### src/rtl/tap_watch_pkg.sv
package tap_watch_pkg;

  typedef enum logic [3:0] {
    TS_RESET    = 4'd0,
    TS_IDLE     = 4'd1,
    TS_DR_SEL   = 4'd2,
    TS_DR_CAP   = 4'd3,
    TS_DR_UPD   = 4'd4,
    TS_DR_PAUSE = 4'd5,
    TS_DR_SHIFT = 4'd6,
    TS_DR_EX1   = 4'd7,
    TS_DR_EX2   = 4'd8,
    TS_IR_SEL   = 4'd9,
    TS_IR_CAP   = 4'd10,
    TS_IR_UPD   = 4'd11,
    TS_IR_PAUSE = 4'd12,
    TS_IR_SHIFT = 4'd13,
    TS_IR_EX1   = 4'd14,
    TS_IR_EX2   = 4'd15
  } tap_st_e;

  // Standard controller move for one rising test-clock edge.
  function automatic tap_st_e tap_next(input tap_st_e s, input logic m);
    tap_st_e n;
    case (s)
      TS_RESET:    n = m ? TS_RESET    : TS_IDLE;
      TS_IDLE:     n = m ? TS_DR_SEL   : TS_IDLE;
      TS_DR_SEL:   n = m ? TS_IR_SEL   : TS_DR_CAP;
      TS_DR_CAP:   n = m ? TS_DR_EX1   : TS_DR_SHIFT;
      TS_DR_SHIFT: n = m ? TS_DR_EX1   : TS_DR_SHIFT;
      TS_DR_EX1:   n = m ? TS_DR_UPD   : TS_DR_PAUSE;
      TS_DR_PAUSE: n = m ? TS_DR_EX2   : TS_DR_PAUSE;
      TS_DR_EX2:   n = m ? TS_DR_UPD   : TS_DR_SHIFT;
      TS_DR_UPD:   n = m ? TS_DR_SEL   : TS_IDLE;
      TS_IR_SEL:   n = m ? TS_RESET    : TS_IR_CAP;
      TS_IR_CAP:   n = m ? TS_IR_EX1   : TS_IR_SHIFT;
      TS_IR_SHIFT: n = m ? TS_IR_EX1   : TS_IR_SHIFT;
      TS_IR_EX1:   n = m ? TS_IR_UPD   : TS_IR_PAUSE;
      TS_IR_PAUSE: n = m ? TS_IR_EX2   : TS_IR_PAUSE;
      TS_IR_EX2:   n = m ? TS_IR_UPD   : TS_IR_SHIFT;
      TS_IR_UPD:   n = m ? TS_DR_SEL   : TS_IDLE;
      default:     n = TS_IDLE;
    endcase
    return n;
  endfunction

  function automatic logic is_shift(input tap_st_e s);
    return (s == TS_DR_SHIFT) || (s == TS_IR_SHIFT);
  endfunction

  function automatic logic is_exit1(input tap_st_e s);
    return (s == TS_DR_EX1) || (s == TS_IR_EX1);
  endfunction

endpackage

### src/rtl/tap_watch_sync.sv
module tap_watch_sync #(
  parameter int STAGES = 2
) (
  input  logic clk,
  input  logic rst,
  input  logic tck_raw,
  input  logic tms_raw,
  input  logic tdi_raw,
  input  logic tdo_raw,
  output logic tck_rise,
  output logic tms_s,
  output logic tdi_s,
  output logic tdo_s
);
  localparam int NPIN = 4;
  localparam int LAST = STAGES - 1;

  logic [NPIN-1:0] raw;
  logic [STAGES-1:0][NPIN-1:0] stg;
  logic tck_prev;

  assign raw = {tdo_raw, tdi_raw, tms_raw, tck_raw};

  // Data flops carry no reset; they refill while rst is held.
  always_ff @(posedge clk) begin
    stg[0] <= raw;
    for (int i = 1; i < STAGES; i++) stg[i] <= stg[i-1];
  end

  // Preset high so a clock already high at reset exit is not an edge.
  always_ff @(posedge clk) begin
    if (rst) tck_prev <= 1'b1;
    else     tck_prev <= stg[LAST][0];
  end

  assign tck_rise = stg[LAST][0] & ~tck_prev;
  assign tms_s    = stg[LAST][1];
  assign tdi_s    = stg[LAST][2];
  assign tdo_s    = stg[LAST][3];
endmodule

### src/rtl/tap_watch_fsm.sv
module tap_watch_fsm
  import tap_watch_pkg::*;
(
  input  logic    clk,
  input  logic    rst,
  input  logic    tck_rise,
  input  logic    tms,
  output tap_st_e cur_o,
  output tap_st_e nxt_o,
  output logic    st_vld_o,
  output logic [3:0] st_code_o
);
  tap_st_e cur_q;
  logic    seen_q;

  assign nxt_o = tap_next(cur_q, tms);
  assign cur_o = cur_q;

  always_ff @(posedge clk) begin
    if (rst) begin
      cur_q     <= TS_IDLE;
      seen_q    <= 1'b0;
      st_vld_o  <= 1'b0;
      st_code_o <= '0;
    end else begin
      st_vld_o <= 1'b0;
      if (tck_rise) begin
        cur_q  <= nxt_o;
        seen_q <= 1'b1;
        if (seen_q) begin
          st_vld_o  <= 1'b1;
          st_code_o <= nxt_o;
        end
      end
    end
  end
endmodule

### src/rtl/tap_watch_shift.sv
module tap_watch_shift
  import tap_watch_pkg::*;
#(
  parameter int W  = 64,
  parameter int CW = $clog2(W + 1)
) (
  input  logic          clk,
  input  logic          rst,
  input  logic          tck_rise,
  input  tap_st_e       cur,
  input  tap_st_e       nxt,
  input  logic          tdi,
  input  logic          tdo,
  output logic          scan_vld_o,
  output logic          scan_ir_o,
  output logic [CW-1:0] scan_len_o,
  output logic          scan_ovf_o,
  output logic [W-1:0]  scan_tdi_o,
  output logic [W-1:0]  scan_tdo_o
);
  logic [W-1:0]  acc_i, acc_o, wr_en;
  logic [CW-1:0] cnt_q;
  logic          ovf_q, rec, flush, full;

  assign rec   = tck_rise && is_shift(cur) && (nxt == cur);
  assign flush = tck_rise && is_shift(cur) && is_exit1(nxt);
  assign full  = (cnt_q == CW'(W));

  // One write strobe per slot: the slot equal to the current count.
  for (genvar g = 0; g < W; g++) begin : g_slot
    assign wr_en[g] = rec && !full && (cnt_q == CW'(g));
  end

  always_ff @(posedge clk) begin
    if (rst || flush) begin
      acc_i <= '0;
      acc_o <= '0;
    end else begin
      for (int i = 0; i < W; i++) begin
        if (wr_en[i]) begin
          acc_i[i] <= tdi;
          acc_o[i] <= tdo;
        end
      end
    end
  end

  always_ff @(posedge clk) begin
    if (rst || flush) begin
      cnt_q <= '0;
      ovf_q <= 1'b0;
    end else if (rec) begin
      if (full) ovf_q <= 1'b1;
      else      cnt_q <= cnt_q + 1'b1;
    end
  end

  always_ff @(posedge clk) begin
    if (rst) begin
      scan_vld_o <= 1'b0;
      scan_ir_o  <= 1'b0;
      scan_len_o <= '0;
      scan_ovf_o <= 1'b0;
      scan_tdi_o <= '0;
      scan_tdo_o <= '0;
    end else begin
      scan_vld_o <= flush;
      if (flush) begin
        scan_ir_o  <= (cur == TS_IR_SHIFT);
        scan_len_o <= cnt_q;
        scan_ovf_o <= ovf_q;
        scan_tdi_o <= acc_i;
        scan_tdo_o <= acc_o;
      end
    end
  end
endmodule

### src/rtl/tap_watch.sv
module tap_watch
  import tap_watch_pkg::*;
#(
  parameter int W      = 64,
  parameter int STAGES = 2,
  parameter int CW     = $clog2(W + 1)
) (
  input  logic          clk,
  input  logic          rst,
  input  logic          tap_tck,
  input  logic          tap_tms,
  input  logic          tap_tdi,
  input  logic          tap_tdo,
  output logic          st_vld,
  output logic [3:0]    st_code,
  output logic          scan_vld,
  output logic          scan_ir,
  output logic [CW-1:0] scan_len,
  output logic          scan_ovf,
  output logic [W-1:0]  scan_tdi,
  output logic [W-1:0]  scan_tdo
);
  logic    tck_rise, tms_s, tdi_s, tdo_s;
  tap_st_e cur_st, nxt_st;

  tap_watch_sync #(.STAGES(STAGES)) u_sync (
    .clk(clk), .rst(rst),
    .tck_raw(tap_tck), .tms_raw(tap_tms), .tdi_raw(tap_tdi), .tdo_raw(tap_tdo),
    .tck_rise(tck_rise), .tms_s(tms_s), .tdi_s(tdi_s), .tdo_s(tdo_s)
  );

  tap_watch_fsm u_fsm (
    .clk(clk), .rst(rst), .tck_rise(tck_rise), .tms(tms_s),
    .cur_o(cur_st), .nxt_o(nxt_st), .st_vld_o(st_vld), .st_code_o(st_code)
  );

  tap_watch_shift #(.W(W), .CW(CW)) u_shift (
    .clk(clk), .rst(rst), .tck_rise(tck_rise), .cur(cur_st), .nxt(nxt_st),
    .tdi(tdi_s), .tdo(tdo_s),
    .scan_vld_o(scan_vld), .scan_ir_o(scan_ir), .scan_len_o(scan_len),
    .scan_ovf_o(scan_ovf), .scan_tdi_o(scan_tdi), .scan_tdo_o(scan_tdo)
  );
endmodule

### config.mk
export PLATFORM = sky130hd
export DESIGN_NAME = tap_watch
export DESIGN_NICKNAME = d
export VERILOG_FILES = /design/src/rtl/tap_watch_pkg.sv /design/src/rtl/tap_watch_sync.sv /design/src/rtl/tap_watch_fsm.sv /design/src/rtl/tap_watch_shift.sv /design/src/rtl/tap_watch.sv
export SDC_FILE = /design/constraint.sdc
export NUM_CORES = 1
export LEC_CHECK = 0
export ABC_AREA = 1
export CORE_AREA = 10 10 208 151
export DETAILED_ROUTE_END_ITERATION = 7
export DIE_AREA = 0 0 218 161
export PLACE_DENSITY = 0.66
export REMOVE_ABC_BUFFERS = 1
export SETUP_SLACK_MARGIN = 0.5
export SYNTH_ARGS = -nofsm -noshare
export SYNTH_HDL_FRONTEND = slang
export SYNTH_HIERARCHICAL = 1
export SYNTH_SLANG_ARGS = --single-unit
export TNS_END_PERCENT = 100
### constraint.sdc
create_clock -name clk -period 3.4 [get_ports clk]
set_clock_uncertainty 0.1 [all_clocks]
set_input_delay 0.51 -clock clk [delete_from_list [all_inputs] [get_ports clk]]
set_output_delay 0.51 -clock clk [all_outputs]
set_load 0.02 [all_outputs]
# --- After elaboration in Yosys (flattened, before gate mapping) ---
# Cells that the tools add are included.
totals:
  input_bits: 6
  mem_bits_ro: 0
  register_bits: 293
  output_inout_bits: 143
  memories: 0
  latchBits: 0
  wordCells: 325
  ram_bits: 0
classes:
  eq_ne: 82
  bitwise: 4
  shifts: 0
  div_mod_pow: 0
  reduce_logical: 81
  mux: 14
  order_cmp: 0
  add_sub_neg: 1
  mul: 0
ops:
  columns: ["op", "count"]
  rows:
  - ["$eq 7x6->1 const B", 32]
  - ["$eq 7x5->1 const B", 16]
  - ["$logic_and 1x1->1", 68]
  - ["$eq 7x4->1 const B", 8]
  - ["$pmux 4 s12", 1]
  - ["$eq 4x4->1 const B", 9]
  - ["$eq 7x3->1 const B", 4]
  - ["$eq 4x3->1 const B", 5]
  - ["$eq 7x2->1 const B", 2]
  - ["$mux 4", 3]
  - ["$eq 4x2->1 const B", 2]
  - ["$mux 2", 4]
  - ["$add 7x1->7 const B", 1]
  - ["$eq 7x1->1 const B", 1]
  - ["$eq 7x7->1 const B", 1]
  - ["$logic_not 7->1", 1]
  - ["$mux 3", 2]
  - ["$reduce_and 2->1", 3]
  - ["$reduce_or 2->1", 3]
  - ["$eq 4x1->1 const B", 1]
  - ["$eq 4x4->1", 1]
  - ["$logic_not 4->1", 1]
  - ["$mux 1", 4]
  - ["$logic_or 1x1->1", 3]
  - ["other kinds (4)", 6]

# --- Depth between registers and ports, before layout ---
# Gate-level depths: netlist (run 1).
depth:
  depth_word: 7
  ltp_mapped: 20
  mapped_depth_nobuf: 19

# --- By module ---
# Netlist (run 1), hierarchy kept.
modules_own_cells:
  columns: ["mod", "instances", "seq_area_each_um2", "cells_per_inst", "area_per_inst_um2"]
  rows:
  - ["tap_watch_shift", 1, 5485.3, 1664, 11557.3]
  - ["tap_watch_fsm", 1, 200.2, 118, 651.9]
  - ["tap_watch_sync", 1, 180.2, 13, 197.7]

# --- Least setup slack after synthesis (run 1) ---
# No wires, ideal clock.
synth_path:
  kind: "register to register"
  startpoint: "register u_fsm.cur_q[0] (netlist: u_fsm/cur_o[0])"
  endpoint: "register u_shift.scan_tdi_o[11]"
  path_buffers: 2
  stages_incl_launch_ff: 18
  setup_ps: 126
  arrival_time_ps: 1970
  synth_period_minus_slack_ps: 2196
  required_ps: 3174
  setup_slack_ps: 1204
  path_cell_list: "dfxtp_1 -> inv_1 -> nand2_1 -> nor2_1 -> nor2_1 -> nand3_1 -> nand2_1 -> nand2_2 -> nand2_1 -> nand3_1 -> a21oi_1 -> nand3_2 -> nand2_2 -> inv_2 -> buf_2 -> buf_2 -> nand2_1 -> o21ai_0"
synth_between:
  elab_chain_len: 6
  word_cells_on_any_way: 26
  cone_classes: "eq/ne: 17; mux: 1; reduce/logical: 8"
synth_rtl:
  columns: ["item", "line", "text"]
  rows:
  - ["start: declaration", "tap_watch_fsm.sv:13", "tap_st_e cur_q;"]
  - ["start signal: assignment", "tap_watch_fsm.sv:28", "cur_q <= nxt_o;"]
  - ["$eq 4x1->1, or another cell as far along", "tap_watch_pkg.sv:25", "case (s)"]
  - ["$reduce_or 3->1 (no line) / $reduce_or 2->1 (equally long branches)", null, null]
  - ["$pmux 4 s12 (*)", "tap_watch_pkg.sv:25", null]
  - ["named net nxt_st[0]", "tap_watch.sv:24", "tap_st_e cur_st, nxt_st;"]
  - ["$eq 4x3->1 / $eq 4x4->1 (equally long branches)", "tap_watch_pkg.sv:52", "return (s == TS_DR_EX1) || (s == TS_IR_EX1);"]
  - ["$logic_or 1x1->1 (*)", "tap_watch_pkg.sv:52", null]
  - ["$logic_and 1x1->1 (*)", "tap_watch_shift.sv:26", "assign flush = tck_rise && is_shift(cur) && is_exit1(nxt);"]
  - ["end signal: assignment", "tap_watch_shift.sv:72", "scan_tdi_o <= acc_i;"]
  - ["end: declaration", "tap_watch_shift.sv:18", "output logic [W-1:0] scan_tdi_o,"]
# Mark *: on every way through the listed nets, which the timed path passes. The rest lies on a longest branch.
# A chain may end at the register's enable or synchronous reset.

# --- Final worst setup path (run 1) ---
layout_path:
  startpoint: "register u_fsm.cur_q[2] (netlist: u_fsm/cur_o[2])"
  endpoint: "register u_shift.acc_o[59]"
layout_between:
  elab_chain_len: 7
  word_cells_on_any_way: 31
  cone_classes: "eq/ne: 18; mux: 1; reduce/logical: 12"
layout_rtl:
  columns: ["item", "line", "text"]
  rows:
  - ["$eq 4x1->1, or another cell as far along", "tap_watch_pkg.sv:25", null]
  - ["$reduce_or 3->1 (no line) / $reduce_or 2->1 (equally long branches)", null, null]
  - ["$pmux 4 s12 (*)", "tap_watch_pkg.sv:25", null]
  - ["named net nxt_st[1]", "tap_watch.sv:24", null]
  - ["$eq 4x4->1, or another cell as far along", "tap_watch_shift.sv:25", "assign rec = tck_rise && is_shift(cur) && (nxt == cur);"]
  - ["$logic_and 1x1->1 / $logic_or 1x1->1 (equally long branches)", "tap_watch_shift.sv:25, tap_watch_pkg.sv:52", null]
  - ["$logic_and 1x1->1, on equally long branches", "tap_watch_shift.sv:31, tap_watch_shift.sv:26", null]
  - ["$logic_and 1x1->1 / $logic_or 1x1->1 (equally long branches)", "tap_watch_shift.sv:31, tap_watch_shift.sv:35", null]
  - ["end signal: indexed assignment", "tap_watch_shift.sv:42", "acc_o[i] <= tdo;"]
  - ["end: declaration", "tap_watch_shift.sv:21", "logic [W-1:0] acc_i, acc_o, wr_en;"]
# Marks and branches as above.

==> results of run 1 <==
## worst max-delay path: stages, from the launching register on
cell                      delay [ns]
sky130_fd_sc_hd__dfxtp_2        0.42
sky130_fd_sc_hd__inv_2          0.08
sky130_fd_sc_hd__nor2_1         0.17
sky130_fd_sc_hd__nand2_1        0.11
sky130_fd_sc_hd__nand2_1        0.12
sky130_fd_sc_hd__nor2_1         0.06
sky130_fd_sc_hd__nand2_1        0.08
sky130_fd_sc_hd__inv_2          0.04
sky130_fd_sc_hd__nand2_1        0.11
sky130_fd_sc_hd__inv_1          0.05
sky130_fd_sc_hd__nand2_1        0.05
sky130_fd_sc_hd__nand2_1        0.06
sky130_fd_sc_hd__nor2_1         0.09
sky130_fd_sc_hd__nand2_1        0.09
sky130_fd_sc_hd__nor2_4         0.13
sky130_fd_sc_hd__buf_12         0.14
sky130_fd_sc_hd__buf_6          0.36
sky130_fd_sc_hd__nand4_1        0.15
sky130_fd_sc_hd__nand2_1        0.09
sky130_fd_sc_hd__nor2_1         0.04
## per-stage QoR
step,util,setup WS [ns]
2_1_floorplan,-,-0.7536
3_3_place_gp,0.5149,0.5473
3_5_place_dp,0.5149,0.5757
4_1_cts,0.5534,0.5605
5_1_grt,0.5564,0.5051
6_report,0.5564,0.7459
## cells by family (layout without fill, tap and decap cells)
group           count (synthesis)  in the layout  share of synthesized area
flops                         293            293                     0.4728
compound gates                159            159                    0.06706
fa+ha+maj                       4              4                   0.004034
buf+inv                       410            531                     0.1324
xor+xnor                        4              4                   0.002823
simple gates                  925            925                     0.3209
## area by class of cell
cell class              instances  share of cell area
clock inverters                14             0.01369
multi-input cells            1092              0.3219
flip-flops and latches        293              0.3846
clock buffers                  40             0.05549
inverters                     305             0.07598
repair inverters                1           0.0005737
well taps                     371             0.03041
repair buffers                171              0.1174
## timing repair
action                                  CTS  global route
gates resized for setup                   0            11
endpoints found under the setup margin    0           255
setup buffers                             0             2
## cell usage in the layout (no fill, tap or decap), types with 2 or more instances in the layout
master and count:
sky130_fd_sc_hd__nand2_1 461, sky130_fd_sc_hd__inv_1 296, sky130_fd_sc_hd__dfxtp_1 289, sky130_fd_sc_hd__nor2_1 232, sky130_fd_sc_hd__clkdlybuf4s50_1 148, sky130_fd_sc_hd__nand4_1 129, sky130_fd_sc_hd__o21ai_0 98, sky130_fd_sc_hd__nand3_1 88
sky130_fd_sc_hd__o21ai_1 38, sky130_fd_sc_hd__clkbuf_16 30, sky130_fd_sc_hd__a21oi_1 13, sky130_fd_sc_hd__buf_4 11, sky130_fd_sc_hd__buf_12 9, sky130_fd_sc_hd__o21ai_2 9, sky130_fd_sc_hd__clkbuf_8 8, sky130_fd_sc_hd__inv_2 6
sky130_fd_sc_hd__bufinv_16 5, sky130_fd_sc_hd__clkinvlp_4 4, sky130_fd_sc_hd__clkinv_2 4, sky130_fd_sc_hd__nand2_2 4, sky130_fd_sc_hd__dfxtp_2 4, sky130_fd_sc_hd__nor2_4 4, sky130_fd_sc_hd__xor2_1 4, sky130_fd_sc_hd__ha_1 4
sky130_fd_sc_hd__clkbuf_1 3, sky130_fd_sc_hd__inv_6 2, sky130_fd_sc_hd__buf_6 2, sky130_fd_sc_hd__nor2_2 2
## sequential cells by signal (all words and copies together) (netlist names)
register and count:
u_sync/stg 5, u_shift/scan_vld_o 1, u_shift/scan_tdi_o 64, u_shift/scan_ovf_o 1
u_fsm/seen_q 1, u_shift/scan_tdo_o 64, u_shift/ovf_q 1, u_fsm/st_code_o 4
u_shift/scan_len_o 7, u_sync/tdo_s 1, u_shift/acc_o 64, u_shift/scan_ir_o 1
u_shift/acc_i 64, u_fsm/st_vld_o 1, u_fsm/cur_o 4, u_sync/tms_s 1
u_sync/tck_prev 1, u_shift/cnt_q 7, u_sync/tdi_s 1
## how the worst max path moves through the flow
stage | from | end | slack, ns | cells after the start
detailed placement | u_fsm/cur_o[0] | u_shift/acc_i[3] | 0.58 | 13
global route | u_fsm/cur_o[3] | u_shift/scan_tdo_o[63] | 0.51 | 16
global placement | u_fsm/cur_o[0] | u_shift/acc_o[58] | 0.55 | 19
finish | u_fsm/cur_o[2] | u_shift/acc_o[59] | 0.75 | 19
CTS | u_fsm/cur_o[0] | u_shift/acc_i[3] | 0.56 | 13
floorplan | u_fsm/cur_o[0] | u_shift/acc_i[0] | -0.75 | 16
## metal layers
layer	wire (µm)	track usage	up-vias
met5	0	0	-
met4	425	0.03525	0
met3	2337	0.03994	33
met2	14320	0.2756	312
met1	15720	0.2434	5075
li1	-	-	5773
## power by group
| part | switching, µW | leakage (µW) | internal [µW] |
|---|---|---|---|
| Clock | 1370 | 0.000510 | 2120 |
| Combinational | 153 | 0.00337 | 60.9 |
| Sequential | 9.26 | 0.00236 | 3440 |
| Total | 1530 | 0.00624 | 5620 |
==> metrics.txt, run 1 <==
# TYPE chip_impl_metric gauge
chip_impl_metric{name="postRouteWirelength",unit="mm"} 32.80
chip_impl_metric{name="drt-initial-drc-count",unit=""} 867
chip_impl_metric{name="fp-row-count",unit=""} 51
chip_impl_metric{name="reg2reg_depth",unit=""} 19
chip_impl_metric{name="design_area",unit="mm²"} 0.01527
chip_impl_metric{name="cts_made_buffers",unit=""} 29
chip_impl_metric{name="grt_pass1_wl",unit="mm"} 52.45
chip_impl_info{name="startpoint_type",value="flop"} 1
chip_impl_metric{name="numPortBuffers",unit=""} 148
chip_impl_info{name="cts_root_buf",value="sky130_fd_sc_hd__clkbuf_16"} 1
chip_impl_metric{name="ios",unit=""} 149
chip_impl_info{name="cp-end-kind",value="flop"} 1
chip_impl_metric{name="max-slew-margin-rel",unit=""} 0.3357
chip_impl_metric{name="power-per-cell-area",unit="mW/mm²"} 468.5
chip_impl_info{name="synth_ff_type",value="sky130_fd_sc_hd__dfxtp_1"} 1
chip_impl_metric{name="synth_area_per_cell",unit="µm²"} 6.912
chip_impl_info{name="synth_most_common_cell",value="sky130_fd_sc_hd__nand2_1"} 1
chip_impl_metric{name="timing.reg2reg.setup_slack",unit="ns"} 0.75
chip_impl_metric{name="num-fill-cells",unit=""} 2602
chip_impl_info{name="min-delay-path-class",value="reg2reg"} 1
chip_impl_metric{name="cts.sink_count",unit=""} 293
chip_impl_metric{name="areaGrowthSynthToFinish",unit="%"} 23.04
chip_impl_metric{name="min_delay_path_depth",unit=""} 0
chip_impl_metric{name="die_width",unit="µm"} 218
chip_impl_info{name="cell_types_occupying_the_most_area_after_synthesis",value="sky130_fd_sc_hd__dfxtp_1 (47%), sky130_fd_sc_hd__nand2_1 (14%), sky130_fd_sc_hd__inv_1 (9.0%)"} 1
chip_impl_metric{name="fin_setup_tns",unit="ns"} 0
chip_impl_info{name="run_status",value="completed"} 1
chip_impl_metric{name="multiInputGateArea",unit="mm²"} 0.004915
chip_impl_metric{name="floorplan.core_area",unit="mm²"} 0.02744
chip_impl_metric{name="half_perimeter_wire_length_of_the_detailed_placement_result",unit="mm"} 20.83
chip_impl_metric{name="wl_per_cell",unit="µm"} 14.34
chip_impl_metric{name="flops_latches_synth",unit=""} 293
chip_impl_metric{name="detail_route.vias_per_cell",unit=""} 4.894
chip_impl_metric{name="drt_pre_antenna_iters",unit=""} 7
chip_impl_metric{name="placed_area",unit="mm²"} 0.01413
chip_impl_metric{name="chipHeight",unit="µm"} 161
chip_impl_metric{name="antenna_violations_before_repair",unit=""} 0
chip_impl_metric{name="worstPathRequired",unit="ns"} 3.75
chip_impl_metric{name="ir_drop_worst_vdd",unit="mV"} 0.3724
chip_impl_metric{name="gpl.final_weighted_congestion",unit=""} 0.8737
chip_impl_info{name="r2r_start",value="u_fsm/cur_o[2]"} 1
chip_impl_metric{name="grt_util_all_layers",unit=""} 0.1761
chip_impl_metric{name="tightestPinTransition",unit="ns"} 0.9940
chip_impl_metric{name="yosysWarningCount",unit=""} 6
chip_impl_metric{name="timing.final.hold_violations",unit=""} 0
chip_impl_metric{name="ys_async_sr_fraction",unit=""} 0
chip_impl_metric{name="worst_hold_slack",unit="ns"} 0.2268
chip_impl_info{name="r2r_end",value="u_shift/acc_o[59]"} 1
chip_impl_metric{name="stdcell_count",unit=""} 2287
chip_impl_metric{name="die_outline_area",unit="mm²"} 0.03510
chip_impl_metric{name="finalPower",unit="µW"} 7153
chip_impl_metric{name="place.detailed.instances",unit=""} 2229
chip_impl_metric{name="synth_top_cell_area_share",unit=""} 0.4728
chip_impl_metric{name="max_freq",unit="MHz"} 376.8
chip_impl_metric{name="n_antenna_cell",unit=""} 0
chip_impl_metric{name="clk_path_buf_depth",unit=""} 3
chip_impl_info{name="hold-path-endpoint",value="u_sync/tdi_s"} 1
chip_impl_metric{name="grt_overflow_total",unit=""} 0
chip_impl_metric{name="detail-route-antenna-nets",unit=""} 0
chip_impl_metric{name="cts_hold_repair.buffers",unit=""} 0
chip_impl_metric{name="grt_max_degree",unit=""} 109
chip_impl_metric{name="worstSkewPairLatency",unit="ns"} 0.55
chip_impl_metric{name="fin_crit",unit="ns"} 2.654
chip_impl_metric{name="finalSetupViolations",unit=""} 0
chip_impl_metric{name="critical_path_arrival",unit="ns"} 3.00
chip_impl_metric{name="cap_violations",unit=""} 0
chip_impl_metric{name="synth_edf_count",unit=""} 0
chip_impl_info{name="synth_top_cell_by_area",value="sky130_fd_sc_hd__dfxtp_1"} 1
chip_impl_info{name="synth_common_cells",value="sky130_fd_sc_hd__nand2_1 (461), sky130_fd_sc_hd__inv_1 (296), sky130_fd_sc_hd__dfxtp_1 (293), sky130_fd_sc_hd__nor2_1 (233), sky130_fd_sc_hd__nand4_1 (129)"} 1
chip_impl_metric{name="seq_total_area_yosys",unit=""} 0.4728
chip_impl_metric{name="timing.critical_path.fanout_max",unit=""} 54
chip_impl_info{name="hp-start",value="u_sync/stg[2]"} 1
chip_impl_metric{name="timing.final.max_slew_violations",unit=""} 0
chip_impl_metric{name="fin_crit_sh",unit=""} 0.7806
chip_impl_metric{name="routed-via-count",unit=""} 11190
chip_impl_metric{name="final_layout_size_suffix_gt1_frac",unit=""} 0.05741
chip_impl_metric{name="first_global_vias",unit=""} 10170
chip_impl_metric{name="drc",unit=""} 0
chip_impl_metric{name="worst_setup_hold_path_clk_slew",unit="ns"} 0.06
chip_impl_info{name="tritoncts",value="yes"} 1
chip_impl_info{name="rsz_0062_raised_after_global_routing",value="false"} 1
chip_impl_metric{name="htree_levels",unit=""} 1
chip_impl_metric{name="synthCells",unit=""} 1795
chip_impl_metric{name="yosysUniqueCellTypes",unit=""} 27
chip_impl_metric{name="initial_utilization",unit=""} 0.4522
chip_impl_metric{name="syn_area",unit="mm²"} 0.01241
chip_impl_metric{name="register_area",unit="mm²"} 0.005871
chip_impl_info{name="setup.worst_path.class",value="reg2reg"} 1
chip_impl_metric{name="fin_nets",unit=""} 1903
chip_impl_metric{name="total_leakage_power",unit="µW"} 0.006239
Note: power is estimated with default switching activity, not from simulation.
==> inputs of run 2 (changes only) <==
Settings changed: PLACE_DENSITY 0.66 to 0.69.
Clock period 3.4 ns to 2.2 ns, I/O delays scaled along.
==> run 2 against run 1 <==
Effect of this change:
- the flow now finishes with violations (negative setup slack)
- sequential cell count unchanged
- core utilization up 4.4 points
- power grew 50%
- count of clock-buffer cells in the layout up 2
- via count increased by 4.6%
- die area did not move
- routed wire length is 7.4% higher
- sequential power is 55% higher
- critical path depth did not move
- largest cell class unchanged
- highest routed layer unchanged
==> metrics.txt, run 2 (synthesized netlist as in run 1, its figures left out) <==
# TYPE chip_impl_metric gauge
chip_impl_metric{name="grt_pass1_wl",unit="mm"} 54.86
chip_impl_metric{name="cts.sink_count",unit=""} 293
chip_impl_info{name="r2r_end",value="u_shift/acc_i[57]"} 1
chip_impl_info{name="cp-end-kind",value="flop"} 1
chip_impl_metric{name="ir_drop_worst_vdd",unit="mV"} 0.5442
chip_impl_metric{name="timing.final.hold_violations",unit=""} 0
chip_impl_metric{name="die_outline_area",unit="mm²"} 0.03510
chip_impl_info{name="setup.worst_path.class",value="reg2reg"} 1
chip_impl_info{name="hold-path-endpoint",value="u_sync/stg[2]"} 1
chip_impl_metric{name="n_antenna_cell",unit=""} 0
chip_impl_metric{name="areaGrowthSynthToFinish",unit="%"} 32.88
chip_impl_info{name="startpoint_type",value="flop"} 1
chip_impl_metric{name="timing.critical_path.fanout_max",unit=""} 9
chip_impl_info{name="commonest_non_fill_non_tap_cells_in_the_layout",value="sky130_fd_sc_hd__nand2_1 (442), sky130_fd_sc_hd__inv_1 (289), sky130_fd_sc_hd__dfxtp_1 (289)"} 1
chip_impl_metric{name="total_leakage_power",unit="µW"} 0.006688
chip_impl_metric{name="drc",unit=""} 0
chip_impl_metric{name="place.detailed.instances",unit=""} 2274
chip_impl_metric{name="p_int",unit="µW"} 8384
chip_impl_metric{name="critical_path_arrival",unit="ns"} 2.97
chip_impl_metric{name="power_frac_seq",unit=""} 0.496
chip_impl_info{name="routed.top_layer",value="met4"} 1
chip_impl_metric{name="fin_nets",unit=""} 1968
chip_impl_metric{name="met1Wirelength",unit="mm"} 15.96
chip_impl_info{name="r2r_start",value="u_fsm/cur_o[2]"} 1
chip_impl_metric{name="switchingPower",unit="µW"} 2371
chip_impl_metric{name="min_delay_path_depth",unit=""} 1
chip_impl_metric{name="clock_power_share",unit=""} 0.463
chip_impl_metric{name="worst_setup_hold_path_clk_slew",unit="ns"} 0.07
chip_impl_metric{name="initial_utilization",unit=""} 0.4522
chip_impl_info{name="run_status",value="complete, but fails checks"} 1
chip_impl_metric{name="detailroute.wirelength.met3",unit="mm"} 2.469
chip_impl_metric{name="half_perimeter_wire_length_of_the_detailed_placement_result",unit="mm"} 22.25
chip_impl_metric{name="cts_made_buffers",unit=""} 28
chip_impl_metric{name="timing.final.max_slew_violations",unit=""} 0
chip_impl_metric{name="grt_overflow_total",unit=""} 0
chip_impl_metric{name="cts_hold_repair.buffers",unit=""} 0
chip_impl_metric{name="numPortBuffers",unit=""} 148
chip_impl_metric{name="final_layout_size_suffix_gt1_frac",unit=""} 0.1369
chip_impl_metric{name="reg2reg_depth",unit=""} 19
chip_impl_metric{name="detail-route-antenna-nets",unit=""} 0
chip_impl_metric{name="fin_crit",unit="ns"} 2.623
chip_impl_metric{name="postRouteWirelength",unit="mm"} 35.22
chip_impl_metric{name="stdcell_count",unit=""} 2350
chip_impl_metric{name="tightestPinTransition",unit="ns"} 0.5574
chip_impl_metric{name="max_freq",unit="MHz"} 381.3
chip_impl_metric{name="grt_util_all_layers",unit=""} 0.1843
chip_impl_metric{name="floorplan.core_area",unit="mm²"} 0.02744
chip_impl_metric{name="grt_max_degree",unit=""} 72
chip_impl_metric{name="max-slew-margin-rel",unit=""} 0.6271
chip_impl_metric{name="first_global_vias",unit=""} 10700
chip_impl_metric{name="antenna_violations_before_repair",unit=""} 0
chip_impl_metric{name="design_area",unit="mm²"} 0.01649
chip_impl_metric{name="fp-row-count",unit=""} 51
chip_impl_info{name="cts_root_buf",value="sky130_fd_sc_hd__clkbuf_16"} 1
chip_impl_metric{name="wl_per_cell",unit="µm"} 14.99
chip_impl_metric{name="worstSkewPairLatency",unit="ns"} 0.55
chip_impl_metric{name="cap_violations",unit=""} 0
chip_impl_metric{name="share_comb_of_total_power",unit=""} 0.040
chip_impl_info{name="hp-start",value="tap_tdi"} 1
chip_impl_metric{name="multiInputGateArea",unit="mm²"} 0.005396
chip_impl_metric{name="clk_path_buf_depth",unit=""} 3
chip_impl_metric{name="drt-initial-drc-count",unit=""} 1025
chip_impl_metric{name="fin_setup_tns",unit="ns"} -65.27
chip_impl_info{name="violations",value="negative setup slack"} 1
chip_impl_metric{name="routed-via-count",unit=""} 11700
chip_impl_metric{name="chipHeight",unit="µm"} 161
chip_impl_metric{name="switching_share",unit=""} 0.2205
chip_impl_info{name="min-delay-path-class",value="in2reg"} 1
chip_impl_metric{name="num-fill-cells",unit=""} 2470
chip_impl_metric{name="fin_util",unit=""} 0.6008
chip_impl_metric{name="detail_route.vias_per_cell",unit=""} 4.980
chip_impl_metric{name="gpl.final_weighted_congestion",unit=""} 0.8740
chip_impl_info{name="rsz_0062_raised_after_global_routing",value="true"} 1
chip_impl_metric{name="htree_levels",unit=""} 1
chip_impl_metric{name="finalPower",unit="µW"} 10760
chip_impl_metric{name="post-route-worst-setup-slack",unit="ns"} -0.4225
chip_impl_metric{name="placed_area",unit="mm²"} 0.01457
chip_impl_metric{name="ios",unit=""} 149
chip_impl_metric{name="worstPathRequired",unit="ns"} 2.55
chip_impl_metric{name="finalSetupViolations",unit=""} 273
chip_impl_info{name="tritoncts",value="yes"} 1
chip_impl_metric{name="die_width",unit="µm"} 218
chip_impl_metric{name="register_area",unit="mm²"} 0.005881
chip_impl_metric{name="power-per-cell-area",unit="mW/mm²"} 652.4
chip_impl_info{name="leading_cell_type_in_the_layout_fill_and_taps_excluded",value="sky130_fd_sc_hd__nand2_1"} 1
chip_impl_metric{name="met2_routed_wl",unit="mm"} 15.96
chip_impl_metric{name="drt_pre_antenna_iters",unit=""} 5
chip_impl_metric{name="fin_crit_sh",unit=""} 1.192
chip_impl_metric{name="timing.reg2reg.setup_slack",unit="ns"} -0.42
==> run 2: worst max path at each step <==
| stage | endpoint | slack, ns | startpoint |
|---|---|---|---|
| 2_1_floorplan | u_shift/acc_i[0] | -1.95 | u_fsm/cur_o[0] |
| 3_3_place_gp | u_shift/acc_i[9] | -0.16 | u_fsm/cur_o[0] |
| 3_5_place_dp | u_shift/acc_o[22] | -0.23 | u_fsm/cur_o[0] |
| 4_1_cts | u_shift/acc_o[53] | -0.13 | u_fsm/cur_o[1] |
| 5_1_grt | u_shift/acc_i[57] | -0.52 | u_fsm/cur_o[2] |
| 6_report | u_shift/acc_i[57] | -0.42 | u_fsm/cur_o[2] |
==> run 2: metrics by stage <==
stage          setup slack [ns]  hold slack [ns]
2_1_floorplan            -1.954           0.2096
3_3_place_gp            -0.1645           0.2134
3_5_place_dp            -0.2316           0.2128
4_1_cts                 -0.1282          0.09979
5_1_grt                 -0.5203           0.1090
6_report                -0.4225           0.1255
==> run 2: metal layers <==
layer / vias up / global-route usage
li1: 5904 / -
met1: 5396 / 0.2446
met2: 343 / 0.2997
met3: 61 / 0.03733
met4: 0 / 0.04721
met5: - / 0
==> run 2: worst max-delay path: stages (launching register included) <==
cell	delay, ns
sky130_fd_sc_hd__dfxtp_4	0.39
sky130_fd_sc_hd__nor2_4	0.20
sky130_fd_sc_hd__inv_1	0.08
sky130_fd_sc_hd__nor2_1	0.20
sky130_fd_sc_hd__o21ai_1	0.09
sky130_fd_sc_hd__nand2_1	0.08
sky130_fd_sc_hd__inv_2	0.05
sky130_fd_sc_hd__nand2_2	0.06
sky130_fd_sc_hd__inv_1	0.06
sky130_fd_sc_hd__nand2_1	0.07
sky130_fd_sc_hd__nand2_1	0.05
sky130_fd_sc_hd__nor2_1	0.10
sky130_fd_sc_hd__nand2_1	0.09
sky130_fd_sc_hd__nor2_4	0.16
sky130_fd_sc_hd__buf_12	0.19
sky130_fd_sc_hd__buf_12	0.14
sky130_fd_sc_hd__clkbuf_16	0.14
sky130_fd_sc_hd__nand4_1	0.10
sky130_fd_sc_hd__nand2_1	0.12
sky130_fd_sc_hd__nor2_1	0.04
==> run 2: area by class of cell <==
class / count / share of cell area
timing repair buffer: 238 / 0.1587
clock inverter: 9 / 0.006148
sequential: 293 / 0.3567
clock buffer: 42 / 0.05184
tap: 371 / 0.02816
multi-input combinational: 1092 / 0.3273
inverter: 305 / 0.07111
==> run 2: power groups by stage <==
stage          Clock, µW  Sequential (µW)  Combinational, µW
6_report            4980             5340                435
4_1_cts             5070             5330                392
5_1_grt             5280             5340                472
3_5_place_dp           0             5450                368
3_3_place_gp           0             5450                364
2_1_floorplan          0             5450                224
==> run 2: timing repair <==
| action | in CTS | in global routing |
|---|---|---|
| hold endpoints to repair | 0 | 0 |
| gates resized for setup | 106 | 65 |
| setup endpoints to repair | 417 | 417 |
| cloned | 4 | 7 |
| pin swaps | 11 | 19 |
| buffers inserted | 5 | 9 |
==> inputs of run 3 (changes only) <==
--- a/config.mk
+++ b/config.mk
@@ -10,5 +10,7 @@
 export DETAILED_ROUTE_END_ITERATION = 7
 export DIE_AREA = 0 0 218 161
+export MAX_ROUTING_LAYER = met4
 export PLACE_DENSITY = 0.69
+export RECOVER_POWER = 100
 export REMOVE_ABC_BUFFERS = 1
 export SETUP_SLACK_MARGIN = 0.5
==> constraint.sdc (replaced) <==
create_clock -name clk -period 2.2 [get_ports clk]
set_clock_uncertainty 0.1 [all_clocks]
set_input_delay 0.33 -clock clk [delete_from_list [all_inputs] [get_ports clk]]
set_output_delay 0.33 -clock clk [all_outputs]
set_load 0.005 [all_outputs]
==> run 3 against run 2 <==
Effect of this change:
- the run still ends with negative setup slack left
- register-to-register slack about the same
- cell count unchanged
- hold slack improved by 0.10 ns
- core utilization about the same
- die area unchanged
- critical path depth unchanged
- sequential share of layout area about the same
- clock power about the same
- non-clock buffer count unchanged
- via count increased by 0.39%
- sequential cell count unchanged
- setup slack got worse by 0.0027 ns
- critical path type unchanged
- largest cell class unchanged
- largest power group unchanged
==> metrics.txt, run 3 (synthesized netlist as in run 1, its figures left out) <==
# TYPE chip_impl_metric gauge
chip_impl_metric{name="drt-initial-drc-count",unit=""} 922
chip_impl_metric{name="n_antenna_cell",unit=""} 0
chip_impl_metric{name="clk_path_buf_depth",unit=""} 3
chip_impl_metric{name="grt_max_degree",unit=""} 72
chip_impl_metric{name="half_perimeter_wire_length_of_the_detailed_placement_result",unit="mm"} 22.25
chip_impl_metric{name="cts_hold_repair.buffers",unit=""} 0
chip_impl_metric{name="total_leakage_power",unit="µW"} 0.006685
chip_impl_metric{name="critical_path_arrival",unit="ns"} 2.97
chip_impl_metric{name="register_area",unit="mm²"} 0.005881
chip_impl_metric{name="drc",unit=""} 0
chip_impl_info{name="r2r_end",value="u_shift/acc_i[57]"} 1
chip_impl_metric{name="initial_utilization",unit=""} 0.4522
chip_impl_metric{name="fin_crit",unit="ns"} 2.625
chip_impl_info{name="timing.critical_path.from",value="u_fsm/cur_o[2]"} 1
chip_impl_metric{name="final_layout_size_suffix_gt1_frac",unit=""} 0.1364
chip_impl_metric{name="worst_hold_slack",unit="ns"} 0.2278
chip_impl_metric{name="placement.setup.worst_slack",unit="ns"} -0.2316
chip_impl_metric{name="max-slew-margin-rel",unit=""} 0.6301
chip_impl_metric{name="num-fill-cells",unit=""} 2472
chip_impl_metric{name="gpl.final_weighted_congestion",unit=""} 0.8884
chip_impl_metric{name="finalSetupViolations",unit=""} 273
chip_impl_metric{name="grt_overflow_total",unit=""} 0
chip_impl_info{name="run_status",value="complete, but fails checks"} 1
chip_impl_metric{name="timing.reg2reg.setup_slack",unit="ns"} -0.43
chip_impl_metric{name="cts_made_buffers",unit=""} 28
chip_impl_metric{name="worstSkewPairLatency",unit="ns"} 0.54
chip_impl_metric{name="cts.sink_count",unit=""} 293
chip_impl_info{name="min-delay-path-class",value="reg2reg"} 1
chip_impl_metric{name="floorplan.core_area",unit="mm²"} 0.02744
chip_impl_info{name="cts_root_buf",value="sky130_fd_sc_hd__clkbuf_16"} 1
chip_impl_metric{name="multiInputGateArea",unit="mm²"} 0.005396
chip_impl_metric{name="first_global_vias",unit=""} 10700
chip_impl_metric{name="reg2reg_depth",unit=""} 19
chip_impl_info{name="r2r_start",value="u_fsm/cur_o[2]"} 1
chip_impl_metric{name="worst_setup_hold_path_clk_slew",unit="ns"} 0.07
chip_impl_metric{name="antenna_violations_before_repair",unit=""} 0
chip_impl_info{name="worst_setup_path_endpoint",value="u_shift/acc_i[57]"} 1
chip_impl_metric{name="cap_violations",unit=""} 0
chip_impl_info{name="tritoncts",value="yes"} 1
chip_impl_metric{name="grt_util_all_layers",unit=""} 0.1897
chip_impl_metric{name="worstPathRequired",unit="ns"} 2.55
chip_impl_info{name="violations",value="negative setup slack"} 1
chip_impl_metric{name="power-per-cell-area",unit="mW/mm²"} 651.9
chip_impl_metric{name="fp-row-count",unit=""} 51
chip_impl_metric{name="stdcell_count",unit=""} 2350
chip_impl_metric{name="numPortBuffers",unit=""} 148
chip_impl_metric{name="ir_drop_worst_vdd",unit="mV"} 0.5435
chip_impl_metric{name="grt_pass1_wl",unit="mm"} 54.90
chip_impl_metric{name="areaGrowthSynthToFinish",unit="%"} 32.85
chip_impl_metric{name="timing.critical_path.fanout_max",unit=""} 9
chip_impl_metric{name="ios",unit=""} 149
chip_impl_info{name="rsz_0062_raised_after_global_routing",value="true"} 1
chip_impl_info{name="setup.worst_path.class",value="reg2reg"} 1
chip_impl_metric{name="timing.final.max_slew_violations",unit=""} 0
chip_impl_info{name="startpoint_type",value="flop"} 1
chip_impl_metric{name="chipHeight",unit="µm"} 161
chip_impl_metric{name="detail-route-antenna-nets",unit=""} 0
chip_impl_info{name="leading_cell_type_in_the_layout_fill_and_taps_excluded",value="sky130_fd_sc_hd__nand2_1"} 1
chip_impl_metric{name="die_outline_area",unit="mm²"} 0.03510
chip_impl_metric{name="fin_nets",unit=""} 1968
chip_impl_metric{name="die_width",unit="µm"} 218
chip_impl_metric{name="postRouteWirelength",unit="mm"} 35.14
chip_impl_metric{name="post-route-worst-setup-slack",unit="ns"} -0.4253
chip_impl_metric{name="place.detailed.instances",unit=""} 2274
chip_impl_metric{name="detail_route.vias_per_cell",unit=""} 5.000
chip_impl_metric{name="wl_per_cell",unit="µm"} 14.95
chip_impl_metric{name="max_freq",unit="MHz"} 380.9
chip_impl_metric{name="tightestPinTransition",unit="ns"} 0.5529
chip_impl_metric{name="routed-via-count",unit=""} 11750
chip_impl_metric{name="timing.final.hold_violations",unit=""} 0
chip_impl_info{name="cp-end-kind",value="flop"} 1
chip_impl_metric{name="fin_crit_sh",unit=""} 1.193
chip_impl_info{name="commonest_non_fill_non_tap_cells_in_the_layout",value="sky130_fd_sc_hd__nand2_1 (442), sky130_fd_sc_hd__inv_1 (289), sky130_fd_sc_hd__dfxtp_1 (289)"} 1
chip_impl_metric{name="drt_pre_antenna_iters",unit=""} 5
chip_impl_metric{name="htree_levels",unit=""} 1
-- run 3: changes by cell type in the layout (fill, tap and decap cells not counted) --
cell	before	now
sky130_fd_sc_hd__clkbuf_1	5	6
sky130_fd_sc_hd__clkdlybuf4s50_1	148	143
sky130_fd_sc_hd__dlygate4sd3_1	0	5
sky130_fd_sc_hd__buf_4	51	50
-- run 3: final cells by class --
| class | count | area share |
|---|---|---|
| timing repair buffer | 238 | 0.1585 |
| clock inverter | 9 | 0.006149 |
| sequential | 293 | 0.3568 |
| inverter | 305 | 0.07113 |
| clock buffer | 42 | 0.05185 |
| tap | 371 | 0.02816 |
| multi-input combinational | 1092 | 0.3274 |
-- run 3: routing by layer --
layer	vias to the layer above	GRT usage	wire [µm]
li1	5915	-	-
met1	5432	0.2472	16210
met2	346	0.3000	15930
met3	57	0.03322	2178
met4	0	0.04721	818
met5	-	-	0
-- run 3: critical path, stage by stage, from the launching register on --
cell and delay, ns:
sky130_fd_sc_hd__dfxtp_4 0.39, sky130_fd_sc_hd__nor2_4 0.20, sky130_fd_sc_hd__inv_1 0.08, sky130_fd_sc_hd__nor2_1 0.20, sky130_fd_sc_hd__o21ai_1 0.09, sky130_fd_sc_hd__nand2_1 0.08, sky130_fd_sc_hd__inv_2 0.05, sky130_fd_sc_hd__nand2_2 0.07
sky130_fd_sc_hd__inv_1 0.06, sky130_fd_sc_hd__nand2_1 0.08, sky130_fd_sc_hd__nand2_1 0.05, sky130_fd_sc_hd__nor2_1 0.10, sky130_fd_sc_hd__nand2_1 0.09, sky130_fd_sc_hd__nor2_4 0.16, sky130_fd_sc_hd__buf_12 0.19, sky130_fd_sc_hd__buf_12 0.14
sky130_fd_sc_hd__clkbuf_16 0.13, sky130_fd_sc_hd__nand4_1 0.10, sky130_fd_sc_hd__nand2_1 0.12, sky130_fd_sc_hd__nor2_1 0.04
-- run 3: worst min-delay path by stage --
| stage | slack [ns] | from | cells past startpoint | endpoint |
|---|---|---|---|---|
| after floorplan | 0.21 | u_sync/stg[0] | 0 | u_sync/stg[4] |
| after global placement | 0.21 | u_sync/stg[3] | 0 | u_sync/tdo_s |
| after detailed placement | 0.21 | u_sync/stg[2] | 0 | u_sync/tdi_s |
| after CTS | 0.1 | tap_tdi | 1 | u_sync/stg[2] |
| after global routing | 0.21 | tap_tms | 1 | u_sync/stg[1] |
| final | 0.23 | u_sync/stg[0] | 0 | u_sync/stg[4] |
-- run 3: what timing repair did --
| item | 4_1_cts | 5_1_grt |
|---|---|---|
| cloned | 4 | 7 |
| buffers inserted | 5 | 9 |
| endpoints found under the setup margin | 417 | 417 |
| pin swaps | 11 | 19 |
| gates resized for setup | 106 | 65 |
-- run 3: through the flow --
step           setup TNS (ns)    util  cell area, µm²  power (µW)
2_1_floorplan         -461.76       -           11910        5672
3_3_place_gp           -35.07  0.5308           14570        5811
3_5_place_dp           -45.18  0.5308           14570        5816
4_1_cts                -9.803  0.5845           16040       10800
5_1_grt               -104.34  0.6007           16480       11080
6_report               -65.97  0.6007           16480       10740
-- run 3: power by group --
group	total [µW]	switching, µW	leakage [µW]	internal [µW]
registers	5340	20.8	0.00236	5320
clock network	4980	2070	0.000473	2910
logic	430	276	0.00385	154
